### src/rtl/sw_rom_layer_pkg.sv
package sw_rom_layer_pkg;

    localparam int CMD_W = 8;

    localparam logic [CMD_W-1:0] CODE_READ   = 8'h33;
    localparam logic [CMD_W-1:0] CODE_MATCH  = 8'h55;
    localparam logic [CMD_W-1:0] CODE_SKIP   = 8'hCC;
    localparam logic [CMD_W-1:0] CODE_SEARCH = 8'hF0;

    typedef enum logic [2:0] {
        ST_MUTE,
        ST_CMD,
        ST_READ,
        ST_MATCH,
        ST_S_BIT,
        ST_S_CMP,
        ST_S_HOST,
        ST_SEL
    } rl_state_e;

    typedef enum logic [2:0] {
        OP_READ,
        OP_MATCH,
        OP_SKIP,
        OP_SEARCH,
        OP_BAD
    } rom_op_e;

endpackage

### src/rtl/rom_op_decode.sv
module rom_op_decode
    import sw_rom_layer_pkg::*;
(
    input  logic [CMD_W-1:0] code,
    output rom_op_e          op
);
    always_comb begin
        case (code)
            CODE_READ:   op = OP_READ;
            CODE_MATCH:  op = OP_MATCH;
            CODE_SKIP:   op = OP_SKIP;
            CODE_SEARCH: op = OP_SEARCH;
            default:     op = OP_BAD;
        endcase
    end
endmodule

### src/rtl/rom_id_pick.sv
module rom_id_pick #(
    parameter int ID_W  = 64,
    parameter int IDX_W = $clog2(ID_W)
) (
    input  logic [ID_W-1:0]  ident,
    input  logic [IDX_W-1:0] idx,
    output logic             bit_o
);
    assign bit_o = ident[idx];
endmodule

### src/rtl/sw_rom_layer.sv
module sw_rom_layer
    import sw_rom_layer_pkg::*;
#(
    parameter int               FAM_W  = 8,
    parameter int               SER_W  = 48,
    parameter int               CHK_W  = 8,
    parameter logic [FAM_W-1:0] FAMILY = 8'h09,
    parameter logic [SER_W-1:0] SERIAL = 48'h0000_1234_5678,
    parameter logic [CHK_W-1:0] ID_CHK = 8'h00
) (
    input  logic clk,
    input  logic rst_n,
    input  logic bus_reset,
    input  logic slot_valid,
    input  logic slot_rx,
    output logic tx_en,
    output logic tx_bit,
    output logic selected
);
    localparam int ID_W  = FAM_W + SER_W + CHK_W;
    localparam int IDX_W = $clog2(ID_W);
    localparam logic [ID_W-1:0]  IDENT    = {ID_CHK, SERIAL, FAMILY};
    localparam logic [IDX_W-1:0] IDX_LAST = IDX_W'(ID_W - 1);
    localparam logic [IDX_W-1:0] CMD_LAST = IDX_W'(CMD_W - 1);

    typedef struct packed {
        rl_state_e        state;
        logic [IDX_W-1:0] idx;
        logic [CMD_W-1:0] cmd;
    } rl_regs_t;

    rl_regs_t cur_q, nxt_d;

    logic             id_bit;
    logic [CMD_W-1:0] cmd_full;
    rom_op_e          op;
    logic             at_last;

    rom_id_pick #(.ID_W(ID_W), .IDX_W(IDX_W)) u_pick (
        .ident (IDENT),
        .idx   (cur_q.idx),
        .bit_o (id_bit)
    );

    assign cmd_full = {slot_rx, cur_q.cmd[CMD_W-1:1]};

    rom_op_decode u_dec (
        .code (cmd_full),
        .op   (op)
    );

    assign at_last = (cur_q.idx == IDX_LAST);

    always_comb begin
        nxt_d = cur_q;
        if (bus_reset) begin
            nxt_d.state = ST_CMD;
            nxt_d.idx   = '0;
            nxt_d.cmd   = '0;
        end else if (slot_valid) begin
            case (cur_q.state)
                ST_CMD: begin
                    nxt_d.cmd = cmd_full;
                    if (cur_q.idx == CMD_LAST) begin
                        nxt_d.idx = '0;
                        case (op)
                            OP_READ:   nxt_d.state = ST_READ;
                            OP_MATCH:  nxt_d.state = ST_MATCH;
                            OP_SKIP:   nxt_d.state = ST_SEL;
                            OP_SEARCH: nxt_d.state = ST_S_BIT;
                            default:   nxt_d.state = ST_MUTE;
                        endcase
                    end else begin
                        nxt_d.idx = cur_q.idx + 1'b1;
                    end
                end
                ST_READ: begin
                    if (at_last) nxt_d.state = ST_SEL;
                    else         nxt_d.idx   = cur_q.idx + 1'b1;
                end
                ST_MATCH: begin
                    if (slot_rx != id_bit) nxt_d.state = ST_MUTE;
                    else if (at_last)      nxt_d.state = ST_SEL;
                    else                   nxt_d.idx   = cur_q.idx + 1'b1;
                end
                ST_S_BIT: nxt_d.state = ST_S_CMP;
                ST_S_CMP: nxt_d.state = ST_S_HOST;
                ST_S_HOST: begin
                    if (slot_rx != id_bit) begin
                        nxt_d.state = ST_MUTE;
                    end else if (at_last) begin
                        nxt_d.state = ST_SEL;
                    end else begin
                        nxt_d.idx   = cur_q.idx + 1'b1;
                        nxt_d.state = ST_S_BIT;
                    end
                end
                default: ;
            endcase
        end
    end

    always_ff @(posedge clk or negedge rst_n) begin
        if (!rst_n) begin
            cur_q.state <= ST_MUTE;
            cur_q.idx   <= '0;
            cur_q.cmd   <= '0;
        end else begin
            cur_q <= nxt_d;
        end
    end

    always_comb begin
        tx_en  = (cur_q.state == ST_READ) || (cur_q.state == ST_S_BIT)
              || (cur_q.state == ST_S_CMP);
        tx_bit = 1'b1;
        if (tx_en) tx_bit = (cur_q.state == ST_S_CMP) ? ~id_bit : id_bit;
        selected = (cur_q.state == ST_SEL);
    end

endmodule

### config.mk
export PLATFORM = sky130hd
export DESIGN_NAME = sw_rom_layer
export DESIGN_NICKNAME = d
export VERILOG_FILES = /design/src/rtl/sw_rom_layer_pkg.sv /design/src/rtl/rom_op_decode.sv /design/src/rtl/rom_id_pick.sv /design/src/rtl/sw_rom_layer.sv
export SDC_FILE = /design/constraint.sdc
export NUM_CORES = 1
export LEC_CHECK = 0
export BUFFER_PORTS_ARGS = -buffer_cell sky130_fd_sc_hd__buf_2
export CORE_AREA = 3 3 59 61
export DETAILED_ROUTE_END_ITERATION = 10
export DIE_AREA = 0 0 62 64
export REMOVE_ABC_BUFFERS = 1
export SLEW_MARGIN = 10
export SYNTH_ARGS = -nofsm -noshare
export SYNTH_HDL_FRONTEND = slang
export SYNTH_SLANG_ARGS = --single-unit
export TNS_END_PERCENT = 5
### constraint.sdc
create_clock -name clk -period 5.2 [get_ports clk]
set_input_delay 1.04 -clock clk [delete_from_list [all_inputs] [get_ports clk]]
set_output_delay 1.04 -clock clk [all_outputs]
set_load 0.01 [all_outputs]
==> metrics.md, run 1 <==
| Metric | Value |
|---|---|
| Share of layout cells above drive strength 1 | `18.00%` |
| Remaining DRCs | `0` |
| Critical Path End Type | `output pin` |
| Reg-to-Reg Start | `cur_q[8]` |
| Startpoint types | `register` |
| Row count | `20` |
| Worst relative slew slack | `64.27%` |
| Initial antenna violation count | `0` |
| Die W | `62 um` |
| PwrDens | `215.8 mW/mm^2` |
| Setup Fix Bufs, Post-CTS | `0` |
| Commonest non-fill, non-tap cells in the layout | `nor2_1 (16), dfrtp_1 (16), nand2_1 (13), mux2i_1 (8)` |
| Root buf cell | `clkbuf_4` |
| Crit path to | `tx_bit` |
| Fill count | `306` |
| Area grow syn2layout | `2.668%` |
| Die area | `0.003968 mm^2` |
| Num CTS Buffers | `3` |
| Async SR Flop Fraction | `100.0%` |
| Data arrival, critical path | `2530 ps` |
| Overall routing resource usage | `16.31%` |
| Fin Setup TNS | `0 ps` |
| Buffer depth of the longest clock path | `2` |
| Clock skew | `3.818 ps` |
| Max cap viols | `0` |
| Shortest period the worst path allows | `3567 ps` |
| CTS tree | `built` |
| Core area | `0.003028 mm^2` |
| Initial core utilization | `44.92%` |
| Max IR drop VDD | `0.1200 mV` |
| Worst-margin pin slew | `535.9 ps` |
| RSZ-0062 raised after global routing | `false` |
| Reg2Reg Depth | `8` |
| Sequential fraction of the synthesis area | `29.44%` |
| Post-Route WL | `2794 um` |
| Vias in the first global route | `1107` |
| First-pass GRT wire length | `5002 um` |
| # clock sinks | `16` |
| CP Launch Point | `cur_q[8]` |
| Final ANT Viol Nets | `0` |
| CP Max Fanout | `7` |
| Ports | `8` |
| Most used DFF post-synth | `dfrtp_1` |
| CTS Hold Bufs | `0` |
| Via-to-Cell Ratio | `5.634` |
| I/O Buffers | `7` |
| Netlist cell types | `49` |
| Vias post-DR | `1093` |
| Syn Area/Cell | `9.067 um^2` |
| Clk_lat worst skew | `280 ps` |
| Status | `complete, no violations` |
| HPWL Detailed | `2081 um` |
| Worst endpoint required time | `4160 ps` |
| Reg2Reg Setup Slack | `2440 ps` |
| Final core occ | `46.12%` |
| Post-synth EDFFs | `0` |
| Power Total | `301.3 uW` |
| Placer congestion estimate | `0.8704` |
| Per-cell routed wire length | `14.40 um` |
| Worst hold path type | `reg -> reg` |
| Period utilization | `68.60%` |
| Seq cells post-synth | `16` |
| Setup-failing EPs final | `0` |
| RR Endpoint | `cur_q[8]` |
| Number of detailed-route iterations in the first pass | `4` |
| Synthesis Warnings | `0` |
| LEAKAGE | `0.6093 nW` |
| DR iter-0 viols | `56` |
| Total congestion overflow | `0` |
| Slew Viols, Final | `0` |
| Highest clock rate | `280.4 MHz` |
| H-tree Lvls | `1` |
| Antenna Cells | `0` |
| Cells after synthesis | `150` |
| Setup CP Type | `reg -> out` |
| Nets | `161` |
| Pin count of the biggest net entering global routing | `19` |
| Post-cts repair resize count | `0` |
| Final Hold Violating Endpoints | `0` |
| Synthesized cell area | `0.001360 mm^2` |
| Die Y | `64 um` |
| Worst-path clk slew | `90 ps` |
-- power breakdown --
| part | total, mW | switching [mW] | internal (mW) |
|---|---|---|---|
| clock network | 0.0809 | 0.0383 | 0.0426 |
| registers | 0.138 | 0.00922 | 0.129 |
| logic | 0.0820 | 0.0461 | 0.0360 |
-- logic make-up (layout without fill, tap and decap cells) --
family / Yosys count / count (layout) / synth area share [%]
simple gates: 64 / 64 / 25.76
buf+inv: 19 / 19 / 8.832
fa+ha+maj: 5 / 5 / 4.600
flops: 16 / 16 / 29.44
compound gates: 29 / 29 / 18.12
xor+xnor: 5 / 5 / 3.773
mux: 12 / 12 / 9.475
-- critical path, stage by stage (launching register included) --
cell and delay (ps):
dfrtp_1 480, inv_1 120, ha_1 360, nor3_1 210, a311oi_1 90, o41ai_4 520, xor2_1 120, o22a_2 210
buf_2 130
-- area by class of cell --
| class | instances | area (um^2) | area share, % |
|---|---|---|---|
| multi-input combinational | 115 | 839.6 | 60.13 |
| timing repair buffer | 7 | 35.03 | 2.509 |
| clock buffer | 4 | 36.28 | 2.599 |
| sequential | 16 | 400.4 | 28.67 |
| inverter | 8 | 30.03 | 2.151 |
| tap | 44 | 55.05 | 3.943 |
-- registers in the layout, indices dropped and copies added, names as in the netlist --
register  flops
cur_q         9
cmd_full      7
-- routing by layer --
| metal | track usage (%) | vias up | routed length (um) |
|---|---|---|---|
| met5 | 0 | - | 0 |
| met4 | 6.101 | 0 | 21 |
| met3 | 2.222 | 2 | 65 |
| met2 | 24.61 | 15 | 1388 |
| met1 | 23.13 | 531 | 1318 |
| li1 | - | 545 | - |
-- cell usage after synthesis (all sizes together) (2+ instances only) --
| cell | instances | area [um^2] |
|---|---|---|
| xor2 | 3 | 33.79 |
| ha | 5 | 62.56 |
| nand2 | 13 | 48.80 |
| buf | 3 | 30.03 |
| nor3 | 4 | 20.02 |
| nor2 | 16 | 60.06 |
| xnor2 | 2 | 17.52 |
| or3 | 2 | 12.51 |
| clkbuf | 8 | 60.06 |
| mux2 | 4 | 48.79 |
| a311oi | 2 | 17.52 |
| mux2i | 8 | 80.08 |
| nand2b | 2 | 15.02 |
| nand4 | 3 | 18.77 |
| a211oi | 3 | 22.52 |
| inv | 8 | 30.03 |
| o21ai | 4 | 20.02 |
| nor2b | 2 | 12.51 |
| a21o | 2 | 15.01 |
| nor4bb | 7 | 70.07 |
| and3 | 3 | 20.02 |
| or2 | 2 | 12.51 |
| dfrtp | 16 | 400.4 |
| o2bb2ai | 2 | 17.52 |
| a31oi | 5 | 37.53 |
| nand3 | 6 | 30.03 |
-- how the worst min path moves through the flow --
stage               slack [ps]     endpoint         from  cells after the start
floorplan                  540  cmd_full[2]  cmd_full[2]                      2
global placement           580  cmd_full[0]  cmd_full[0]                      2
detailed placement         580  cmd_full[2]  cmd_full[2]                      2
CTS                        610  cmd_full[2]  cmd_full[2]                      2
global route               640  cmd_full[2]  cmd_full[2]                      2
finish                     600  cmd_full[2]  cmd_full[2]                      2
-- metrics by stage --
step,setup slack (ps),instance area (um^2),instances,hold slack [ps]
6_report,1633,1396,194,596.6
4_1_cts,1608,1396,194,605.6
3_3_place_gp,2028,1360,190,577.9
5_1_grt,1434,1396,194,637.5
3_5_place_dp,1945,1360,190,581.6
2_1_floorplan,2216,1270,139,536.0
Note: power is estimated with default switching activity, not from simulation.
==> run 2, diff against run 1 <==
- ABC_AREA: not set -> 1
- CORE_AREA: 3 3 59 61 -> 3 3 58 60
- DIE_AREA: 0 0 62 64 -> 0 0 61 63
- clock period: 5.2 -> 3.02 ns (I/O delays scaled with it)
==> metrics.md, run 2 <==
| Metric | Value |
|---|---|
| Async SR Flop Fraction | `100.0% (unchanged)` |
| Vias in the first global route | `1015 (was 1107)` |
| Setup-failing EPs final | `0 (unchanged)` |
| Share of layout cells above drive strength 1 | `25.13% (was 18.00%)` |
| Per-cell routed wire length | `12.12 um (was 14.40 um)` |
| Critical Path End Type | `output pin (unchanged)` |
| DR iter-0 viols | `95 (was 56)` |
| Post-synth top cells | `nand2_1 (34), inv_1 (21), nand3_1 (17), dfrtp_1 (16), nor2_1 (15) (was dfrtp_1 (16), nor2_1 (16), nand2_1 (13), mux2i_1 (8))` |
| Most used DFF post-synth | `dfrtp_1 (unchanged)` |
| Buffer depth of the longest clock path | `2 (unchanged)` |
| Pin count of the biggest net entering global routing | `17 (was 19)` |
| Final core occ | `45.88% (was 46.12%)` |
| Placed insts | `216 (was 190)` |
| Area leader, netlist | `dfrtp_1 (unchanged)` |
| Area grow syn2layout | `7.059% (was 2.668%)` |
| Core area | `0.002978 mm^2 (was 0.003028 mm^2)` |
| Worst endpoint required time | `2420 ps (was 4160 ps)` |
| Antenna Cells | `0 (unchanged)` |
| CTS tree | `built (unchanged)` |
| Reg-to-Reg Start | `cur_q[8] (unchanged)` |
| Max IR drop VDD | `0.3016 mV (was 0.1200 mV)` |
| Total congestion overflow | `0 (unchanged)` |
| Top-count cell post-synth | `nand2_1` |
| First-pass GRT wire length | `4595 um (was 5002 um)` |
| RR Endpoint | `cur_q[12] (was cur_q[8])` |
| Ports | `8 (unchanged)` |
| Setup Fix Bufs, Post-CTS | `0 (unchanged)` |
| Highest clock rate | `392.4 MHz` |
| Remaining DRCs | `0 (unchanged)` |
| Non-filler instance count after layout | `220 (was 194)` |
| Data arrival, critical path | `1940 ps (was 2530 ps)` |
| Final Hold Violating Endpoints | `0 (unchanged)` |
| Clk_lat worst skew | `280 ps (about the same)` |
| Final ANT Viol Nets | `0 (unchanged)` |
| Top cells by area, synth | `dfrtp_1 (31%), nand2_1 (10%), nand3_1 (6.7%) (was dfrtp_1 (29%), mux2i_1 (5.9%), nor4bb_1 (5.2%))` |
| Reg2Reg Depth | `14 (was 8)` |
| Leading cell type in the layout, fill and taps excluded | `nand2_1` |
| Die area | `0.003843 mm^2 (was 0.003968 mm^2)` |
| Shortest period the worst path allows | `2548 ps` |
| CP Max Fanout | `8 (was 7)` |
| Critical-path cell list | `inv_1 > ha_1 > inv_1 > nand2_1 > nand2_1 > nand2_1 > nand2_1 > nand3_2 > nand2_2 > o21ai_0 > o21ai_0 > buf_2 (was inv_1 > ha_1 > nor3_1 > a311oi_1 > o41ai_4 > xor2_1 > o22a_2 > buf_2)` |
| Sequential fraction of the synthesis area | `31.37% (was 29.44%)` |
| LEAKAGE | `0.6731 nW (was 0.6093 nW)` |
| Top reg by flops | `cur_q (unchanged)` |
| Worst relative slew slack | `74.71% (was 64.27%)` |
| Post-cts repair resize count | `0 (unchanged)` |
| Initial core utilization | `42.86% (was 44.92%)` |
| Reg2Reg Setup Slack | `860 ps (was 2440 ps)` |
| PwrDens | `650.4 mW/mm^2 (was 215.8 mW/mm^2)` |
| Worst-margin pin slew | `377.9 ps (was 535.9 ps)` |
| Startpoint types | `register (unchanged)` |
| Number of detailed-route iterations in the first pass | `4 (unchanged)` |
| HPWL Detailed | `2146 um (was 2081 um)` |
| Cells after synthesis | `178 (was 150)` |
| Worst-path clk slew | `90 ps (about the same)` |
| Fin Setup TNS | `0 ps (unchanged)` |
| Delay-heaviest family, CP | `flip-flops (was compound AO/OA/AOI/OAI gates)` |
| # clock sinks | `16 (unchanged)` |
| Syn Area/Cell | `7.170 um^2 (was 9.067 um^2)` |
| Die Y | `63 um (was 64 um)` |
| Vias post-DR | `1143 (was 1093)` |
| Nets | `198 (was 161)` |
| Row count | `20 (unchanged)` |
| Root buf cell | `clkbuf_4 (unchanged)` |
| Initial antenna violation count | `0 (unchanged)` |
| Setup WS pre-CTS | `798.7 ps (was 1945 ps)` |
| H-tree Lvls | `1 (unchanged)` |
| Post-Route WL | `2667 um (was 2794 um)` |
| Status | `complete, no violations (unchanged)` |
| Max stage delay on crit path | `480 ps (was 520 ps)` |
| Commonest non-fill, non-tap cells in the layout | `nand2_1 (34), inv_1 (21), nand3_1 (17), dfrtp_1 (16), nor2_1 (15) (was nor2_1 (16), dfrtp_1 (16), nand2_1 (13), mux2i_1 (8))` |
| Clock skew | `3.120 ps (was 3.818 ps)` |
| Post-route worst setup slack | `471.8 ps (was 1633 ps)` |
| Via-to-Cell Ratio | `5.195 (was 5.634)` |
| Slew Viols, Final | `0 (unchanged)` |
| Post-synth top area share | `31.37% (was 29.44%)` |
| RSZ-0062 raised after global routing | `false (unchanged)` |
| Die W | `61 um (was 62 um)` |
| Num CTS Buffers | `3 (unchanged)` |
| CTS Hold Bufs | `0 (unchanged)` |
| I/O Buffers | `7 (unchanged)` |
| Max cap viols | `0 (unchanged)` |
| Netlist cell types | `25 (was 49)` |
| CP max stage cell | `dfrtp_1 (was o41ai_4)` |
| Period utilization | `84.38%` |
| Post-synth EDFFs | `0 (unchanged)` |
| Worst hold path type | `in -> async (was reg -> reg)` |
| Max FFs per register | `9 (unchanged)` |
| Cell mode on critical path | `nand2_1` |
| Setup CP Type | `reg -> out (unchanged)` |
| Overall routing resource usage | `15.79% (was 16.31%)` |
| Synthesized cell area | `0.001276 mm^2 (was 0.001360 mm^2)` |
| Placer congestion estimate | `0.8161 (was 0.8704)` |
| Synthesis Warnings | `0 (unchanged)` |
| Buffer and inverter count on the worst path | `3 (was 2)` |
| Seq cells post-synth | `16 (unchanged)` |
==> run 2: how the worst max path moves through the flow <==
stage	cells after the start	from	endpoint	slack, ps
2_1_floorplan	9	cur_q[8]	tx_bit	940
3_3_place_gp	12	cur_q[8]	tx_bit	880
3_5_place_dp	12	cur_q[8]	tx_bit	800
4_1_cts	12	cur_q[8]	tx_bit	460
5_1_grt	12	cur_q[8]	tx_bit	280
6_report	12	cur_q[8]	tx_bit	470
==> run 2: power by group <==
part / switching (mW) / internal (mW)
sequential: 0.0560 / 0.246
combinational: 0.293 / 0.155
clock: 0.0658 / 0.0734
==> run 2: per-layer routing <==
layer	global-route usage, %	wire, um	vias up
met5	0	0	-
met4	6.504	53	0
met3	1.240	52	4
met2	22.46	1217	13
met1	24.07	1344	521
li1	-	-	605
==> run 2: metrics by stage <==
step	power, mW	cell area [um^2]	hold WS, ps
final	0.8886	1366	221.7
after CTS	0.8977	1366	224.7
after global routing	0.9777	1366	226.2
after global placement	0.7387	1330	527.9
after floorplan	0.6495	1254	308.4
after detailed placement	0.7537	1330	540.9
==> run 2: cell families after synthesis <==
logic type | after synthesis | share of synthesized area, %
AND/OR/NAND/NOR | 97 | 38.14
buffers and inverters | 32 | 10.59
AO/OA/AOI/OAI | 27 | 14.31
flip-flops | 16 | 31.37
adder cells (fa/ha/maj) | 5 | 4.902
XOR/XNOR | 1 | 0.6864
==> run 2: cell type report <==
type,instances,area [um^2]
clock buffers,4,36.28
flip-flops and latches,16,400.4
well taps,33,41.29
multi-input cells,130,740.7
repair buffers,7,35.03
fillers,327,1612
inverters,30,112.6
